===== config.mk =====
export PLATFORM = sky130hd
export DESIGN_NAME = sbus_acc_path
export DESIGN_NICKNAME = d
export VERILOG_FILES = /design/src/rtl/sbus_pkg.sv /design/src/rtl/sbus_seq.sv /design/src/rtl/sbus_bus.sv /design/src/rtl/sbus_alu.sv /design/src/rtl/sbus_acc_path.sv
export SDC_FILE = /design/constraint.sdc
export NUM_CORES = 1
export LEC_CHECK = 0
export CAP_MARGIN = 20
export CORE_MARGIN = 2
export CORE_UTILIZATION = 58
export CTS_BUF_LIST = sky130_fd_sc_hd__clkbuf_2
export DETAILED_ROUTE_END_ITERATION = 8
export GPL_TIMING_DRIVEN = 0
export PLACE_DENSITY = 0.88
export REMOVE_ABC_BUFFERS = 1
export SKIP_CTS_REPAIR_TIMING = 1
export SLEW_MARGIN = 20
export SYNTH_ARGS = -nofsm -noshare
export SYNTH_HDL_FRONTEND = slang
export SYNTH_SLANG_ARGS = --single-unit

===== constraint.sdc =====
create_clock -name clk -period 4.35 [get_ports clk]
set_input_delay 0.435 -clock clk [delete_from_list [all_inputs] [get_ports clk]]
set_output_delay 0.435 -clock clk [all_outputs]
set_load 0.02 [all_outputs]

===== src/rtl/sbus_pkg.sv =====
package sbus_pkg;

    typedef enum logic [2:0] {
        ST_IDLE,
        ST_ADDR,
        ST_FETCH,
        ST_STAGE,
        ST_SUM,
        ST_WB
    } step_e;

    typedef enum logic {
        OP_ADD  = 1'b0,
        OP_PASS = 1'b1
    } aluop_e;

    typedef struct packed {
        logic drv_ir;
        logic drv_mbr;
        logic drv_ac;
        logic drv_z;
        logic ld_mar;
        logic ld_mbr;
        logic ld_y;
        logic ld_z;
        logic ld_ac;
        logic rd;
    } gate_t;

    localparam int NUM_SRC = 4;
    localparam int SRC_IR  = 0;
    localparam int SRC_MBR = 1;
    localparam int SRC_AC  = 2;
    localparam int SRC_Z   = 3;

endpackage


===== src/rtl/sbus_seq.sv =====
module sbus_seq
    import sbus_pkg::*;
(
    input  logic  clk,
    input  logic  rst_n,
    input  logic  start,
    output step_e state,
    output gate_t gates,
    output logic  busy,
    output logic  accept,
    output logic  done
);

    step_e state_q, state_d;

    assign accept = start && (state_q == ST_IDLE);

    always_comb begin
        state_d = state_q;
        unique case (state_q)
            ST_IDLE:  state_d = accept ? ST_ADDR : ST_IDLE;
            ST_ADDR:  state_d = ST_FETCH;
            ST_FETCH: state_d = ST_STAGE;
            ST_STAGE: state_d = ST_SUM;
            ST_SUM:   state_d = ST_WB;
            ST_WB:    state_d = ST_IDLE;
            default:  state_d = ST_IDLE;
        endcase
    end

    always_ff @(posedge clk or negedge rst_n) begin
        if (!rst_n) begin
            state_q <= ST_IDLE;
        end else begin
            state_q <= state_d;
        end
    end

    always_ff @(posedge clk or negedge rst_n) begin
        if (!rst_n) begin
            done <= 1'b0;
        end else begin
            done <= (state_q == ST_WB);
        end
    end

    always_comb begin
        gates = '0;
        unique case (state_q)
            ST_IDLE:  ;
            ST_ADDR:  begin gates.drv_ir  = 1'b1; gates.ld_mar = 1'b1; end
            ST_FETCH: begin gates.rd      = 1'b1; gates.ld_mbr = 1'b1; end
            ST_STAGE: begin gates.drv_mbr = 1'b1; gates.ld_y   = 1'b1; end
            ST_SUM:   begin gates.drv_ac  = 1'b1; gates.ld_z   = 1'b1; end
            ST_WB:    begin gates.drv_z   = 1'b1; gates.ld_ac  = 1'b1; end
            default:  ;
        endcase
    end

    assign state = state_q;
    assign busy  = (state_q != ST_IDLE);

    // a running sequence is never cut short by another start
    assert_no_restart_R6: assert property (@(posedge clk) disable iff (!rst_n)
        (state_q != ST_IDLE && state_q != ST_WB) |=> (state_q != ST_IDLE && state_q != ST_ADDR));

    // done lasts a single cycle
    assert_done_pulse_R3: assert property (@(posedge clk) disable iff (!rst_n)
        done |=> !done);

    // the fetch step always follows the address step
    assert_fetch_order_R2: assert property (@(posedge clk) disable iff (!rst_n)
        gates.ld_mar |=> gates.rd);

endmodule


===== src/rtl/sbus_bus.sv =====
module sbus_bus #(
    parameter int W = 16,
    parameter int N = 4
) (
    input  logic                clk,
    input  logic                rst_n,
    input  logic [N-1:0]        drv,
    input  logic [N-1:0][W-1:0] src,
    output logic [W-1:0]        bus
);

    logic [N-1:0][W-1:0] gated;

    for (genvar i = 0; i < N; i++) begin : g_gate
        assign gated[i] = src[i] & {W{drv[i]}};
    end

    always_comb begin
        bus = '0;
        for (int i = 0; i < N; i++) begin
            bus = bus | gated[i];
        end
    end

    // at most one source on the bus
    assert_single_driver_R7: assert property (@(posedge clk) disable iff (!rst_n)
        $onehot0(drv));

endmodule


===== src/rtl/sbus_alu.sv =====
module sbus_alu
    import sbus_pkg::*;
#(
    parameter int W = 16
) (
    input  logic [W-1:0] a_bus,
    input  logic [W-1:0] b_tmp,
    input  aluop_e       op,
    output logic [W-1:0] res,
    output logic         cout,
    output logic         is_zero
);

    logic [W:0] wide;

    always_comb begin
        unique case (op)
            OP_ADD:  wide = {1'b0, a_bus} + {1'b0, b_tmp};
            OP_PASS: wide = {1'b0, b_tmp};
            default: wide = '0;
        endcase
    end

    assign res     = wide[W-1:0];
    assign cout    = wide[W];
    assign is_zero = (wide[W-1:0] == '0);

endmodule


===== src/rtl/sbus_acc_path.sv =====
module sbus_acc_path
    import sbus_pkg::*;
#(
    parameter int DATA_W = 16,
    parameter int ADDR_W = 8
) (
    input  logic              clk,
    input  logic              rst_n,
    input  logic              start,
    input  logic              op_sel,
    input  logic [ADDR_W-1:0] ld_addr,
    output logic [ADDR_W-1:0] mem_addr,
    output logic              mem_rd,
    input  logic [DATA_W-1:0] mem_rdata,
    output logic              busy,
    output logic              done,
    output logic [DATA_W-1:0] acc,
    output logic              carry,
    output logic              zero
);

    localparam int PAD_W = DATA_W - ADDR_W;

    step_e  state;
    gate_t  gates;
    logic   accept;

    logic [ADDR_W-1:0] ir_q;
    aluop_e            op_q;
    logic [ADDR_W-1:0] mar_q;
    logic [DATA_W-1:0] mbr_q, y_q, z_q, ac_q;
    logic              zc_q, zz_q, cf_q, zf_q;

    logic [NUM_SRC-1:0]             drv;
    logic [NUM_SRC-1:0][DATA_W-1:0] src;
    logic [DATA_W-1:0]              bus;
    logic [DATA_W-1:0]              alu_res;
    logic                           alu_c, alu_z;

    sbus_seq u_seq (
        .clk    (clk),
        .rst_n  (rst_n),
        .start  (start),
        .state  (state),
        .gates  (gates),
        .busy   (busy),
        .accept (accept),
        .done   (done)
    );

    assign drv[SRC_IR]  = gates.drv_ir;
    assign drv[SRC_MBR] = gates.drv_mbr;
    assign drv[SRC_AC]  = gates.drv_ac;
    assign drv[SRC_Z]   = gates.drv_z;
    assign src[SRC_IR]  = {{PAD_W{1'b0}}, ir_q};
    assign src[SRC_MBR] = mbr_q;
    assign src[SRC_AC]  = ac_q;
    assign src[SRC_Z]   = z_q;

    sbus_bus #(.W(DATA_W), .N(NUM_SRC)) u_bus (
        .clk   (clk),
        .rst_n (rst_n),
        .drv   (drv),
        .src   (src),
        .bus   (bus)
    );

    sbus_alu #(.W(DATA_W)) u_alu (
        .a_bus   (bus),
        .b_tmp   (y_q),
        .op      (op_q),
        .res     (alu_res),
        .cout    (alu_c),
        .is_zero (alu_z)
    );

    always_ff @(posedge clk or negedge rst_n) begin
        if (!rst_n) begin
            ir_q <= '0;
            op_q <= OP_ADD;
        end else if (accept) begin
            ir_q <= ld_addr;
            op_q <= aluop_e'(op_sel);
        end
    end

    always_ff @(posedge clk or negedge rst_n) begin
        if (!rst_n) begin
            mar_q <= '0;
            mbr_q <= '0;
            y_q   <= '0;
        end else begin
            if (gates.ld_mar) mar_q <= bus[ADDR_W-1:0];
            if (gates.ld_mbr) mbr_q <= mem_rdata;
            if (gates.ld_y)   y_q   <= bus;
        end
    end

    always_ff @(posedge clk or negedge rst_n) begin
        if (!rst_n) begin
            z_q  <= '0;
            zc_q <= 1'b0;
            zz_q <= 1'b0;
        end else if (gates.ld_z) begin
            z_q  <= alu_res;
            zc_q <= alu_c;
            zz_q <= alu_z;
        end
    end

    always_ff @(posedge clk or negedge rst_n) begin
        if (!rst_n) begin
            ac_q <= '0;
            cf_q <= 1'b0;
            zf_q <= 1'b0;
        end else if (gates.ld_ac) begin
            ac_q <= bus;
            cf_q <= zc_q;
            zf_q <= zz_q;
        end
    end

    assign mem_addr = mar_q;
    assign mem_rd   = gates.rd;
    assign acc      = ac_q;
    assign carry    = cf_q;
    assign zero     = zf_q;

    // the read goes to the address captured at start
    assert_fetch_addr_R2: assert property (@(posedge clk) disable iff (!rst_n)
        mem_rd |-> (mem_addr == ir_q));

    // the accumulator seen with done is the Z result
    assert_ac_from_z_R3: assert property (@(posedge clk) disable iff (!rst_n)
        done |-> (acc == z_q));

    // a pass never reports a carry
    assert_pass_no_carry_R5: assert property (@(posedge clk) disable iff (!rst_n)
        (done && op_q == OP_PASS) |-> !carry);

    // Y holds the fetched word while the sum is formed
    assert_y_staged_R8: assert property (@(posedge clk) disable iff (!rst_n)
        (state == ST_SUM) |-> (y_q == mbr_q));

    // zero flag agrees with the accumulator after an update
    assert_zero_flag_R4: assert property (@(posedge clk) disable iff (!rst_n)
        done |-> (zero == (acc == '0)));

endmodule


== Word-level counts from Yosys, hierarchy flattened ==
Index checks and enable logic that the tools add are counted.

* Register bits after elaboration: 89
* Output and inout port bits: 29

* $add $sub $neg: 1
* Equality and inequality tests: 5
* Muxes and demuxes: 8
* Bitwise operators: 8
* Reductions and logical operators: 4

{| class="wikitable"
|+ Operators with widths
! operator !! number
|-
| bitwise AND 16 bit || 3
|-
| bitwise OR 16 bit || 3
|-
| case mux 17 bit (2 select lines) || 1
|-
| adder 16 x 16 -> 17 bit || 1
|-
| bitwise AND 8 x 16 -> 16 bit || 1
|-
| logical NOT 16 bit || 1
|-
| case mux 3 bit (5 select lines) || 1
|-
| == test 3 x 2 -> 1 bit, second input constant || 2
|-
| == test 3 bit, second input constant || 2
|-
| 2-to-1 mux 1 bit || 6
|-
| == test 3 x 1 -> 1 bit, second input constant || 1
|-
| logical NOT 3 bit || 1
|-
| nonzero test 3 bit || 1
|-
| logical AND 1 bit || 1
|-
| inverter 1 bit || 1
|}

== Longest topological paths before layout ==
Gate-level depths: netlist of run 1.

* Word-level depth: 9
* Mapped depth: 16
* Mapped depth without buffers: 15

== Cells and area by module ==
A second synthesis of run 1 with hierarchy kept.

* Cells, all modules: 397
* Area total of the unflattened synthesis: 4988.5 um2

{| class="wikitable"
|+ Modules (own cells, without submodules)
! module !! times used !! cells an instance !! area an instance (um2) !! seq. area each (um2)
|-
| sbus_acc_path || 1 || 181 || 3373.2 || 2127.0
|-
| sbus_alu || 1 || 134 || 965.9 || 0.0
|-
| sbus_bus || 1 || 56 || 394.1 || 0.0
|-
| sbus_seq || 1 || 26 || 255.2 || 100.1
|}

== Worst setup path after synthesis of run 1 ==
No wires, ideal clock.

* Path type: register to register
* From: register u_seq.state_q[0], in the netlist u_seq.state[0]
* To: register zz_q
* Setup time: 104 ps
* Data arrival time: 3570 ps
* Required time: 4246 ps
* Path slack: 676 ps
* Cell stages (with the launch flop): 15
* Buffers on the path: 2
* Period minus slack after synthesis: 3674 ps
* Cells stage by stage: dfrtp_1 > buf_1 > nor2_1 > clkbuf_1 > nand2_1 > nand4_1 > ha_1 > a211oi_2 > o31a_1 > nor3_2 > or4_1 > nand3_1 > nand4b_1 > or4_1 > o41ai_2

* Word-level cells in the longest chain between the ends: 9
* Elaborated cells on any way between the ends: 18
* Classes of those cells: 1 x add/sub; 4 x eq/ne; 5 x mux; 7 x bitwise; 1 x reduce/logical

{| class="wikitable"
|+ Ends and longest elaborated chain
! what !! RTL line !! text
|-
| start, declared || sbus_seq.sv:14 || <nowiki>step_e state_q, state_d;</nowiki>
|-
| start signal, assigned || sbus_seq.sv:35 || <nowiki>state_q <= state_d;</nowiki>
|-
| == test 3 x 1 -> 1 bit / == test 3 x 2 -> 1 bit (equally long branches) || sbus_seq.sv:49 || <nowiki>unique case (state_q)</nowiki>
|-
| 2-to-1 mux 1 bit || sbus_seq.sv:49 ||
|-
| bitwise AND 8 x 16 -> 16 bit / bitwise AND 16 bit (equally long branches) || sbus_bus.sv:15 || <nowiki>assign gated[i] = src[i] & {W{drv[i]}};</nowiki>
|-
| bitwise OR 16 bit (2 in series) || sbus_bus.sv:21 || <nowiki>bus = bus | gated[i];</nowiki>
|-
| bitwise OR 16 bit * || sbus_bus.sv:21 ||
|-
| named net bus[1] || sbus_acc_path.sv:36 || <nowiki>logic [DATA_W-1:0] bus;</nowiki>
|-
| adder 16 x 16 -> 17 bit * || sbus_alu.sv:18 || <nowiki>OP_ADD: wide = {1'b0, a_bus} + {1'b0, b_tmp};</nowiki>
|-
| case mux 17 bit (2 select lines) * || sbus_alu.sv:17 || <nowiki>unique case (op)</nowiki>
|-
| logical NOT 16 bit * || sbus_alu.sv:26 || <nowiki>assign is_zero = (wide[W-1:0] == '0);</nowiki>
|-
| end signal, assigned || sbus_acc_path.sv:107 || <nowiki>zz_q <= alu_z;</nowiki>
|-
| end, declared || sbus_acc_path.sv:32 || <nowiki>logic zc_q, zz_q, cf_q, zf_q;</nowiki>
|}

The timed path passes the listed nets; every way through them passes the cells marked *.
A chain may end at the register's enable or synchronous reset.

== Worst setup path in the final report of run 1 ==
Same ends and word-level chain as after synthesis.

==> run_results.csv, run 1 <==
group,metric,value,unit
worst_setup_path,crit_end,"zz_q",
cts,cts-root-buf,"clkbuf_2",
worst_setup_path,crit_path_start,"u_seq.state[0]",
layout,n_antenna_cell,0,
place,io_buffers,56,
sta,min_period,4.06,ns
layout,layout_common_cells,"172 x nand2_1, 86 x dfrtp_1, 55 x clkdlybuf4s50_1",
routing,drc_errors,0,
synth,synth_largest_area_cell,"dfrtp_1",
job,max_cap_viol_count,0,
power_and_ir_drop,p_sw,1.93,mW
sta,setup_ws,0.292,ns
die,die_x,93.4,um
worst_setup_path,reg2reg_slack,0.29,ns
die,initial_core_util,60.0,%
run_status,status,"finished, final reports clean",
worst_setup_path,worstSetupPathType,"register to register",
routing,vias,3621,
sta,holdWs,0.362,ns
grt,grt_usage,26.6,%
synth,synth.area.top_cells,"dfrtp_1 48%, nand2_1 14%, mux2_2 6.3%, ha_1 4.3%, mux2i_1 2.8%",
power_and_ir_drop,p_leak,2.55,nW
routing,ant_nets,0,
grt,grt_remaining_overflow,0,
cts,clk_latency,0.56,ns
routing,vias_per_cell,5.68,
sta,slew_viol_final,0,
synth,synth_seq_cells,89,
worst_hold_path,hp-class,"primary input to asynchronous set/reset pin",
synth,ys_seq_area_share,48.1,%
power_and_ir_drop,comb_power_share,55.2,%
power_and_ir_drop,ir_drop,378,uV
synth,synth_area,4630,sq um
sta,period_share,93.3,%
synth,synth_cells,488,
layout,fillers,585,
die,core_area,7730,sq um
worst_setup_path,crit_fanout,6,
cts,cts_tree,"built",
worst_setup_path,reg2reg_to,"zz_q",
worst_setup_path,end_kind,"register",
sta,clock-skew-final,0.0434,ns
sta,max_freq,0.246,GHz
routing,drtIter0Drc,202,
synth,ys_warn_count,0,
grt,grt_pass1_vias,3685,
power_and_ir_drop,switching_share,45.6,%
place,dp.final_hpwl,7830,um
grt,grt_max_degree,48,
layout,syn2layout_area_growth,15.5,%
synth,yosys.area.top_type_share,48.1,%
routing,finalWirelength,11100,um
worst_setup_path,ff2ff_path_depth,15,
worst_setup_path,arrival,4.49,ns
die,die_area,8720,sq um
cts,cts.htree.levels,3,
grt,grt_pass1_wl,17800,um
sta,finalHoldViolCount,0,
grt,antenna_found_initial,0,
worst_setup_path,start_kind,"register",
cts,path_clk_slew,0.26,ns
power_and_ir_drop,pwr_density_cell,793,nW/um^2
sta,rsz0062_at_grt,"no",
cts,cts_sinks,89,
layout,final_layout_size_suffix_gt1_share,14.2,%
cts,cts_buffers,9,
layout,mostFrequentLayoutCell,"nand2_1",
layout,fin_util,69.3,%
layout,nets,576,
place,place_congestion,0.908,
sta,worstMarginPinSlew,1.16,ns
place,pre_cts_ws,-0.864,ns
cts,cts_buffer_depth,2,
synth,synthDistinctLibCells,49,
synth,syn_area_per_cell,9.49,sq um
worst_setup_path,r2r-start,"u_seq.state[0]",
sta,setup_viol,0,
power_and_ir_drop,seq_power_share,36.4,%
die,die_h,93.4,um
power_and_ir_drop,internal_power,2.31,mW
sta,worst_slew_margin_rel,22.6,%
die,rows,32,
die,io_pins,57,
routing,first_pass_iters,4,
routing,wl_per_cell,17.4,um
power_and_ir_drop,power_frac_clock,8.5,%
worst_setup_path,timing.critical_path.required,4.78,ns
==> cell usage after synthesis (all sizes together) <==
cell type  instances
and2               1
buf               24
a221oi             1
o21a               3
or3                3
o31ai              3
o31a               1
or2                3
a211oi             5
nand2            172
nand4             10
o21ai             33
a41oi              1
mux2i             13
xor2               5
ha                16
a21oi             11
nor3               6
inv                4
nand4b             1
and3               2
o211ai             3
a21o               6
mux2              26
nor2               9
a311oi             1
fa                 1
nor3b              2
nand3              2
a31oi              4
o21bai             3
dfrtp             89
nand2b             2
o41ai              1
or4                2
clkbuf            11
clkinv             1
xnor2              7
==> registers in the layout (all words and copies together) (netlist names) <==
name,count
zero,1
u_seq.state,3
zc_q,1
mem_addr,8
u_seq.done,1
z_q,16
acc,16
zz_q,1
op_q,1
ir_q,8
carry,1
y_q,16
mbr_q,16
==> cells by family after synthesis <==
family,synth area share (%)
simple gates,19.5
mux,9.13
xor+xnor,2.27
buf+inv,5.59
fa+ha+maj,4.75
flops,48.1
compound gates,10.7
==> critical path, cell delays in order, from the launching register on <==
cell        delay, ns
dfrtp_4          0.58
inv_1            0.19
or2_4            0.21
clkinvlp_4       0.12
buf_4            0.18
nand2_1          0.08
nand4_1          0.14
fa_1             0.49
a211oi_2         0.25
o21bai_1         0.11
a21oi_1          0.27
xor2_1           0.18
o21ai_0          0.11
nand4b_1         0.27
or4_1            0.53
o41ai_2          0.24
==> metrics by stage <==
stage               total power [mW]  cells  TNS, ns  instance area (sq um)
floorplan                       3.02    453        0                   4400
global placement                3.68    611   -22.39                   5090
detailed placement              3.82    615    -1.79                   5160
CTS                             4.17    631    -2.13                   5250
global route                    4.57    638        0                   5350
finish                          4.24    638        0                   5350
==> per-layer routing <==
layer  up-vias  share of wire, %  wire length [um]  track usage (%)
met5         -                 0                 0                0
li1       1729                 -                 -                -
met3        29               4.4               487             4.35
met1      1767                44              4880             34.6
met4         0               2.1               230             9.31
met2        96                49              5490             45.1
==> power groups by stage <==
stage	Clock, mW	Sequential (mW)	Combinational [mW]
6_report	0.360	1.54	2.34
5_1_grt	0.404	1.59	2.58
4_1_cts	0.363	1.53	2.28
3_5_place_dp	0	1.55	2.26
3_3_place_gp	0	1.52	2.16
2_1_floorplan	0	1.59	1.42
==> how the worst min path moves through the flow <==
stage,cells past startpoint,endpoint,start
6_report,2,ir_q[2],rst_n
5_1_grt,2,ir_q[2],rst_n
4_1_cts,1,ir_q[2],rst_n
3_5_place_dp,1,ir_q[2],rst_n
3_3_place_gp,2,carry,zc_q
2_1_floorplan,0,acc[0],rst_n
==> final cells by class <==
cell class,count,area [sq um],share of cell area [%]
clock buffer,9,45.0,0.842
inverter,5,30.0,0.561
tap,102,128,2.38
clock inverter,7,45.0,0.842
sequential,89,2230,41.7
multi-input combinational,359,2200,41.0
timing repair buffer,67,674,12.6
(Power assumes the default switching activity.)
==> inputs of run 2 (changes only) <==
GPL_TIMING_DRIVEN = 1   (was 0)
PLACE_DENSITY = 0.87   (was 0.88)
SYNTH_HIERARCHICAL = 1   (was not set)
==> run 2 against run 1 <==
Synthesized cell count shrank 19%. Die area grew 7.3%. Utilization shrank 0.80 points. Final cell count shrank 12%. Flip-flop and latch count is the same. Final area grew 5.6%. Largest cell class is now multi-input combinational cells. Largest power group unchanged.
==> run_results.csv, run 2 <==
group,metric,value,unit
power_and_ir_drop,ir_drop,364,uV
die,core_area,8260,sq um
power_and_ir_drop,internal_power,2.49,mW
place,placed_cell_area,5520,sq um
layout,layout_common_cells,"86 x dfrtp_1, 55 x clkdlybuf4s50_1, 47 x mux2_2",
synth,synth_largest_area_cell,"dfrtp_1",
power_and_ir_drop,power_frac_clock,10.0,%
worst_setup_path,end_kind,"register",
place,dp.final_hpwl,7040,um
die,die_x,96.7,um
cts,cts.htree.levels,3,
power_and_ir_drop,pwr_density_cell,740,nW/um^2
sta,max_freq,0.243,GHz
sta,clock-skew-final,0.0285,ns
job,max_cap_viol_count,0,
layout,fin_util,68.5,%
synth,synth-edff-count,0,
synth,async_reset_ff_share,100,%
worst_setup_path,crit_top_cell,"o21a_1",
synth,synthDistinctLibCells,57,
routing,vias_per_cell,5.96,
cts,cts_buffer_depth,2,
layout,nets,498,
power_and_ir_drop,p_leak,2.61,nW
power_and_ir_drop,p_sw,1.69,mW
sta,setup_ws,0.243,ns
worst_setup_path,cp_cell_sequence,"nor3b_2 -> buf_12 -> a22oi_1 -> nand2_1 -> ha_1 -> inv_1 -> fa_1 -> nor2b_1 -> o31a_1 -> o21a_1 -> o21a_1 -> o31ai_1 -> or4b_1 -> or4_1 -> nor4_2 -> mux2_2",
die,die_area,9360,sq um
layout,fin_cells,563,
synth,yosys.area.top_type_share,44.6,%
cts,clk_latency,0.56,ns
synth,synth_seq_cells,89,
sta,min_period,4.11,ns
worst_hold_path,hp-class,"primary input to register",
grt,antenna_found_initial,0,
sta,worst_slew_margin_rel,47.8,%
layout,final_layout_size_suffix_gt1_share,27.7,%
routing,drtIter0Drc,162,
synth,synth_cells,397,
die,rows,33,
grt,grt_max_degree,90,
place,io_buffers,56,
routing,wl_per_cell,17.9,um
sta,slew_viol_final,0,
sta,finalHoldViolCount,0,
sta,setup_viol,0,
routing,ant_nets,0,
routing,first_pass_iters,5,
sta,rsz0062_at_grt,"no",
worst_setup_path,slowest_stage,"dfrtp_2",
cts,cts_buffers,9,
power_and_ir_drop,seq_power_share,35.0,%
sta,worstMarginPinSlew,0.783,ns
routing,vias,3357,
power_and_ir_drop,switching_share,40.5,%
routing,drc_errors,0,
worst_setup_path,worstSetupPathType,"register to register",
place,pre_cts_ws,0.280,ns
sta,period_share,94.4,%
grt,grt_pass1_wl,17200,um
layout,mostFrequentLayoutCell,"dfrtp_1",
synth,syn_area_per_cell,12.6,sq um
synth,ys_warn_count,6,
synth,yosys.cell_count.top_type,"dfrtp_1",
power_and_ir_drop,comb_power_share,55.0,%
synth,synth.area.top_cells,"dfrtp_1 45%, mux2_4 12%, mux2_2 11%, a22oi_1 4.8%, ha_1 4.0%",
grt,grt_pass1_vias,3470,
grt,grt_usage,22.4,%
run_status,status,"finished, final reports clean",
worst_setup_path,crit_fanout,23,
place,dp.cells,546,
layout,final_area,5650,sq um
power_and_ir_drop,power,4.18,mW
die,die_h,96.7,um
synth,synth_common_cells,"89 x dfrtp_1, 47 x mux2_2, 40 x mux2_4",
routing,finalWirelength,10100,um
cts,cts_tree,"built",
die,io_pins,57,
cts,cts_sinks,89,
cts,cts-root-buf,"clkbuf_2",
synth,synth_ff_type,"dfrtp_1",
worst_setup_path,timing.critical_path.required,4.85,ns
worst_setup_path,start_kind,"register",
synth,synth_area,4990,sq um
worst_setup_path,arrival,4.60,ns
layout,n_antenna_cell,0,
place,place_congestion,0.885,
worst_setup_path,cp_slowest_stage_delay,0.51,ns
cts,path_clk_slew,0.26,ns
layout,syn2layout_area_growth,13.3,%
synth,ys_seq_area_share,44.6,%
die,initial_core_util,60.4,%
grt,grt_remaining_overflow,0,
-- run 2: cell count changes in the layout (fill, tap and decap cells not counted), sizes merged, moves of 3 or more --
cell	delta
mux2	+61
a22oi	+32
nand2	-138
conb	+8
nand4	-10
o21bai	-3
a31oi	-4
o21ai	-21
mux2i	-11
-- run 2: area by class of cell --
cell class / instances / area [sq um]
tap: 105 / 131
clock inverter: 7 / 71.3
multi-input combinational: 278 / 2470
timing repair buffer: 68 / 679
clock buffer: 9 / 45.0
inverter: 7 / 26.3
fill: 596 / 2610
sequential: 89 / 2230
-- run 2: through the flow --
step           TNS [ns]  hold slack [ns]
2_1_floorplan     -1.36            0.139
3_3_place_gp          0            0.490
3_5_place_dp          0            0.497
4_1_cts               0           0.0546
5_1_grt               0            0.433
6_report              0            0.462
-- run 2: cell families (layout without fill, tap and decap cells) --
kind of cell             count (synthesis)  after routing  share of synthesized area, %
adder cells (fa/ha/maj)                 17             17                          4.41
XOR/XNOR                                10             10                          1.76
multiplexers                            89             89                          23.1
AND/OR/NAND/NOR                         69             69                          7.07
other                                    1              8                        0.0752
buffers and inverters                   37             91                          6.90
AO/OA/AOI/OAI                           85             85                          12.1
flip-flops                              89             89                          44.6
-- run 2: path summary, 6_finish.rpt --
| check | from | end | slack [ns] | depth (start not counted) |
|---|---|---|---|---|
| worst max-delay path | u_seq/state[0] | zz_q | 0.24 | 16 |
| worst min-delay path | mem_rdata[15] | mbr_q[15] | 0.46 | 2 |
| worst min register to register | mem_addr[1] | mem_addr[1] | 0.55 | 1 |
| max in group asynchronous | rst_n | u_seq/state[0] | 3.31 | 2 |
| min in group asynchronous | rst_n | z_q[13] | 0.47 | 2 |
| worst max register to register | u_seq/state[0] | zz_q | 0.24 | 16 |
-- run 2: layer usage --
layer | GRT usage, % | wire length (um)
met1 | 31.3 | 4570
met2 | 35.3 | 4910
met3 | 3.61 | 451
met4 | 9.21 | 173
met5 | 0 | 0
-- run 2: power groups by stage --
stage / logic, mW / registers (mW) / clock network [mW]
after global placement: 2.19 / 1.45 / 0
after floorplan: 1.54 / 1.50 / 0
after detailed placement: 2.27 / 1.47 / 0
final: 2.30 / 1.47 / 0.417
after CTS: 2.29 / 1.46 / 0.426
after global routing: 2.49 / 1.51 / 0.457
-- run 2: worst max-delay path, delay by kind of cell (launching register included) --
family                     cells  cell delay (ns)
adders and majority gates      2             0.61
DFF                            1             0.51
and+or+nand+nor                6             1.81
muxes                          1             0.18
AOI/OAI and AO/OA              5             0.65
buffers and inverters          2             0.28
